$ cat config.mk
export PLATFORM = sky130hd
export DESIGN_NAME = hbus_regif
export DESIGN_NICKNAME = d
export VERILOG_FILES = /design/src/rtl/hbus_pkg.sv /design/src/rtl/hb_strobe_decode.sv /design/src/rtl/hb_regfile.sv /design/src/rtl/hbus_regif.sv
export SDC_FILE = /design/constraint.sdc
export NUM_CORES = 1
export LEC_CHECK = 0
export BUFFER_PORTS_ARGS = -buffer_cell sky130_fd_sc_hd__buf_4
export CORE_UTILIZATION = 50
export CTS_CLUSTER_DIAMETER = 30
export CTS_CLUSTER_SIZE = 14
export DETAILED_ROUTE_END_ITERATION = 12
export PLACE_DENSITY = 0.71
export SLEW_MARGIN = 30
export SYNTH_ARGS = -nofsm -noshare
export SYNTH_HDL_FRONTEND = slang
export SYNTH_SLANG_ARGS = --single-unit
$ cat constraint.sdc
create_clock -name clk -period 2.3 [get_ports clk]
set_input_delay 0.115 -clock clk [delete_from_list [all_inputs] [get_ports clk]]
set_output_delay 0.115 -clock clk [all_outputs]
set_load 0.02 [all_outputs]
$ cat src/rtl/hbus_pkg.sv
package hbus_pkg;

    typedef enum logic {
        MODE_LATCH_RW = 1'b0,
        MODE_STROBE_DIR = 1'b1
    } bus_mode_e;

    localparam int NSLOT = 9;

    localparam logic [7:0] SLOT_ADDR [NSLOT] = '{
        8'h15, 8'h1A, 8'h2B, 8'h2C, 8'h35, 8'h36, 8'h4D, 8'h4E, 8'h4F
    };

    typedef struct packed {
        logic       sel_n;
        logic       astb;
        logic       sa;
        logic       sb;
        logic [7:0] data;
    } bus_smp_t;

    function automatic logic is_mapped(input logic [7:0] a);
        logic hit;
        hit = 1'b0;
        for (int i = 0; i < NSLOT; i++) begin
            if (SLOT_ADDR[i] == a) hit = 1'b1;
        end
        return hit;
    endfunction

endpackage

$ cat src/rtl/hb_strobe_decode.sv
module hb_strobe_decode
    import hbus_pkg::*;
(
    input  logic       clk,
    input  logic       rst,
    input  bus_mode_e  mode,
    input  logic       cs_n,
    input  logic       adr_stb,
    input  logic       strb_a,
    input  logic       strb_b,
    input  logic [7:0] ad_i,
    output logic       latch_pls,
    output logic       commit_pls,
    output logic       drive_en,
    output logic [7:0] addr_bus,
    output logic [7:0] wdata
);
    bus_smp_t cur, prv, idle;

    always_comb begin
        idle.sel_n = 1'b1;
        idle.astb  = 1'b0;
        idle.sa    = (mode == MODE_LATCH_RW);
        idle.sb    = 1'b1;
        idle.data  = '0;
    end

    always_ff @(posedge clk) begin
        if (rst) begin
            cur <= idle;
            prv <= idle;
        end else begin
            cur <= '{sel_n: cs_n, astb: adr_stb, sa: strb_a, sb: strb_b, data: ad_i};
            prv <= cur;
        end
    end

    assign latch_pls = !cur.sel_n && prv.astb && !cur.astb;
    assign addr_bus  = cur.data;
    assign wdata     = prv.data;

    always_comb begin
        if (mode == MODE_LATCH_RW) begin
            commit_pls = !cur.sel_n && !prv.sb && cur.sb;
            drive_en   = !cur.sel_n && !cur.sa;
        end else begin
            commit_pls = !cur.sel_n && prv.sa && !cur.sa && !prv.sb;
            drive_en   = !cur.sel_n && cur.sa && cur.sb;
        end
    end
endmodule

$ cat src/rtl/hb_regfile.sv
module hb_regfile
    import hbus_pkg::*;
#(
    parameter int DW = 8
) (
    input  logic          clk,
    input  logic          rst,
    input  logic          wr_en,
    input  logic [7:0]    addr,
    input  logic [DW-1:0] wdata,
    output logic [DW-1:0] rdata
);
    logic [DW-1:0] slot_q [NSLOT];

    for (genvar g = 0; g < NSLOT; g++) begin : g_slot
        always_ff @(posedge clk) begin
            if (rst)
                slot_q[g] <= '0;
            else if (wr_en && addr == SLOT_ADDR[g])
                slot_q[g] <= wdata;
        end
    end

    always_comb begin
        rdata = '0;
        for (int i = 0; i < NSLOT; i++) begin
            if (addr == SLOT_ADDR[i]) rdata = slot_q[i];
        end
    end
endmodule

$ cat src/rtl/hbus_regif.sv
module hbus_regif
    import hbus_pkg::*;
#(
    parameter int DW = 8
) (
    input  logic          clk,
    input  logic          rst,
    input  logic          bus_mode,
    input  logic          cs_n,
    input  logic          adr_stb,
    input  logic          strb_a,
    input  logic          strb_b,
    input  logic [DW-1:0] ad_i,
    output logic [DW-1:0] ad_o,
    output logic          ad_oe
);
    localparam int AW = 8;

    bus_mode_e       mode;
    logic            latch_pls, commit_pls, drive_en;
    logic [AW-1:0]   addr_bus, addr_q;
    logic [DW-1:0]   wdata, rdata;

    assign mode = bus_mode_e'(bus_mode);

    hb_strobe_decode u_dec (
        .clk        (clk),
        .rst        (rst),
        .mode       (mode),
        .cs_n       (cs_n),
        .adr_stb    (adr_stb),
        .strb_a     (strb_a),
        .strb_b     (strb_b),
        .ad_i       (ad_i),
        .latch_pls  (latch_pls),
        .commit_pls (commit_pls),
        .drive_en   (drive_en),
        .addr_bus   (addr_bus),
        .wdata      (wdata)
    );

    always_ff @(posedge clk) begin
        if (rst)
            addr_q <= '0;
        else if (latch_pls)
            addr_q <= addr_bus;
    end

    hb_regfile #(.DW(DW)) u_rf (
        .clk   (clk),
        .rst   (rst),
        .wr_en (commit_pls),
        .addr  (addr_q),
        .wdata (wdata),
        .rdata (rdata)
    );

    assign ad_oe = drive_en;
    assign ad_o  = drive_en ? rdata : '0;
endmodule

==> metrics.txt <==
synthesized cell area 4660 um^2; fraction of layout cells with a size suffix above 1 0.213; max incr delay on CP 0.55 ns; cell area power density 605 nW/um^2; die width 98.6 um; drt drc 0; drt wl/cell 18.7 um; number of synthesized flops with an enable pin 72; startpoint types flop; Period Utilization, post-route 0.973; Int Power 0.00253 W; FF+latch count, synth 103; Setup WS pre-CTS 0.286 ns; detailed-router iteration count before antenna repair 4; Hold EP u_dec.cur[9]$_DFF_P_; Slew headroom 0.584; clk_lat worst skew 0.36 ns; Placer Congestion 0.825; CP endpoint kind output pin; Pins Over Slew Limit 0; fillers 716; syn_area_per_cell 12.2 um^2; Synth area leaders edfxtp_1, dfxtp_1, and2_1, a2bb2oi_1, mux2i_1; part of the power in registers 0.642; first-pass GRT wire length 15800 um; Synth cell types 51; status completed; Slowest-stage cell, CP or4b_4; GRT overflow 0; H-tree lvl count 3; Fin. Hold Viols 0; Routed WL 10100 um; Arr. time, crit path 2.12 ns; worst r2r path cells 5; cell mode on critical path a221oi_2; Synth Flop Type edfxtp_1; core box area 8890 um^2; Hold Crit Class input port to flop; Final HPWL DP 6780 um; I/O pins 24; number of diodes 0; DRT antenna net count 0; vias in the first global route 2980; top cell type by total area after synthesis edfxtp_1; clock sinks 103; Vias 3052; Gate power share 0.040; worst-margin pin slew 0.619 ns; clk root buf clkbuf_8; Num CTS Buffers 9; FF-to-FF setup slack 0.25 ns; Max FO, Critical Path 5; RSZ-0062 raised after global routing true; NumNets Final 442; crit path kind flop to output pin; Area Overhead vs Synth 15.1%; P_leak 1.93 nW; Die Area 9710 um^2; cells along the critical path or4b_4 -> nor3_4 -> a221oi_2 -> a221oi_2 -> buf_4; fraction of registers with async set/reset 0; Clock Skews 0.0126 ns; vias per cell 5.65; std cell rows 34; RR Endpoint u_rf.slot_q[7][3]$_SDFFCE_PN0P_; Setup-failing EPs final 0; Chip Height 98.6 um; Syn Inst Count 381; port bufs 23; GR Util All Layers 0.221; Worst VDD drop 0.336 mV; fin worst setup slack 0.0621 ns; maxcap violations 0; syn_nets 396; largest net degree at the start of global routing 51; FF-to-FF Start u_dec.cur[9]$_DFF_P_; Sw Ratio 0.221; post-synth top area share 0.464; Clock Power Share 0.319; Reg clk slew, reported paths 0.09 ns; fmax 0.447 GHz; Starting Density 0.524; CTS Buffer Depth 2; Tmin final 2.24 ns; post-synthesis sequential area ratio 0.597; CTS tree done; switching power 0.000717 W; starting DRC count in detailed routing 133; WP buf/inv 1; Hold Startpoint bus_mode; Final TNS setup 0 ns; cell depth of the worst hold path 3; Pwr Total 0.00324 W; warnings from Yosys 0; initial antenna violation count 0; CP top delay family simple AND/OR/NAND/NOR gates; WP data required 2.18 ns
[tightest hold or removal path, stage by stage]
cell,delay (ns)
buf_4,0.10
nand2b_1,0.10
o21ai_0,0.08
[logic make-up after synthesis]
kind of cell	count (synthesis)	share of synthesized area
AND/OR/NAND/NOR	156	0.223
flip-flops	103	0.597
buffers and inverters	31	0.0274
multiplexers	14	0.0301
AO/OA/AOI/OAI	77	0.122
[per-stage QoR]
| stage | instances | util | instance area, um^2 | hold slack, ns |
|---|---|---|---|---|
| after detailed placement | 508 | 0.563 | 5000 | 0.305 |
| after floorplan | 381 | - | 4660 | 0.219 |
| after CTS | 540 | 0.602 | 5350 | 0.0709 |
| after global routing | 540 | 0.603 | 5360 | 0.105 |
| after global placement | 508 | 0.563 | 5000 | 0.301 |
| final | 540 | 0.603 | 5360 | 0.0795 |
[per-layer routing]
layer  routed length (um)  vias to the layer above  track usage
li1                     -                     1474            -
met1                 4550                     1497        0.302
met2                 5010                       71        0.356
met3                  393                       10       0.0454
met4                  130                        0       0.0700
met5                    0                        -            0
[layout make-up]
cell class	instances	area, um^2	share of cell area
clock buffers	11	143	0.0266
clock inverters	5	32.5	0.00606
inverters	11	41.3	0.00770
multi-input cells	247	1770	0.330
flip-flops and latches	103	2800	0.521
well taps	108	135	0.0252
repair buffers	55	447	0.0833
[flip-flops by register name (all words and copies together) (netlist names)]
| name | count |
|---|---|
| addr_q | 8 |
| u_dec.addr_bus | 8 |
| u_dec.cur | 4 |
| u_dec.prv | 3 |
| u_dec.wdata | 8 |
| u_rf.slot_q | 72 |
[timing repair]
item / in CTS / in global routing
hold buffers: 12 / 0
setup buffers: 4 / 0
endpoints found under the setup margin: 1 / 8
resized for setup: 8 / 4
endpoints found under the hold margin: 12 / 0
pin swaps: 4 / 1
[how the worst max path moves through the flow]
| stage | cells after the start | slack, ns | to | start |
|---|---|---|---|---|
| 2_1_floorplan | 5 | 0.42 | u_rf.slot_q[0][0]$_SDFFCE_PN0P_ | addr_q[0]$_SDFFE_PP0P_ |
| 3_3_place_gp | 5 | 0.39 | u_rf.slot_q[7][7]$_SDFFCE_PN0P_ | u_dec.cur[9]$_DFF_P_ |
| 3_5_place_dp | 5 | 0.29 | u_rf.slot_q[7][3]$_SDFFCE_PN0P_ | u_dec.cur[9]$_DFF_P_ |
| 4_1_cts | 5 | -0.0002 | ad_o[4] | addr_q[4]$_SDFFE_PP0P_ |
| 5_1_grt | 5 | -0.009 | ad_o[4] | addr_q[4]$_SDFFE_PP0P_ |
| 6_report | 5 | 0.06 | ad_o[4] | addr_q[4]$_SDFFE_PP0P_ |
[cells in the final DEF (no fill, tap or decap), types with 3 or more instances in the layout]
cell           synthesis  final
a21o_1                 4      4
a21oi_1               10     10
a22o_1                 8      8
a22oi_1                8      8
a2bb2oi_1             20     20
a31oi_1                7      7
and2_1                72     72
and3_1                 3      3
buf_4                  1     42
clkbuf_8               0     10
dfxtp_1               31     25
dfxtp_2                0      4
dlygate4sd3_1          0     12
edfxtp_1              72     72
inv_1                 10     11
mux2i_1               14     14
nand2_1               12     12
nand2b_1               6      6
nor2_1                12     12
nor2b_1               21     21
nor4_2                 5      6
o21ai_0                9      9
or2_2                  4      4
[cells in the mapped netlist, types with 3 or more instances]
cell type / instances
a21o_1: 4
buf_1: 4
mux2i_1: 14
nor4_2: 5
edfxtp_1: 72
a2bb2oi_1: 20
a22o_1: 8
clkbuf_1: 9
nor2_1: 12
nor2b_1: 21
a22oi_1: 8
a21oi_1: 10
dfxtp_1: 31
a31oi_1: 7
or2_2: 4
nand2b_1: 6
buf_2: 6
o21ai_0: 9
nand2_1: 12
and2_1: 72
inv_1: 10
and3_1: 3
[power by group through the flow]
| stage | registers (W) | logic [W] | clock network (W) |
|---|---|---|---|
| after global placement | 0.00212 | 0.000109 | 0 |
| after CTS | 0.00208 | 0.000130 | 0.00104 |
| after global routing | 0.00209 | 0.000142 | 0.00112 |
| final | 0.00208 | 0.000129 | 0.00103 |
| after detailed placement | 0.00213 | 0.000113 | 0 |
| after floorplan | 0.00210 | 0.0000729 | 0 |
Note: power is estimated with default switching activity, not from simulation.
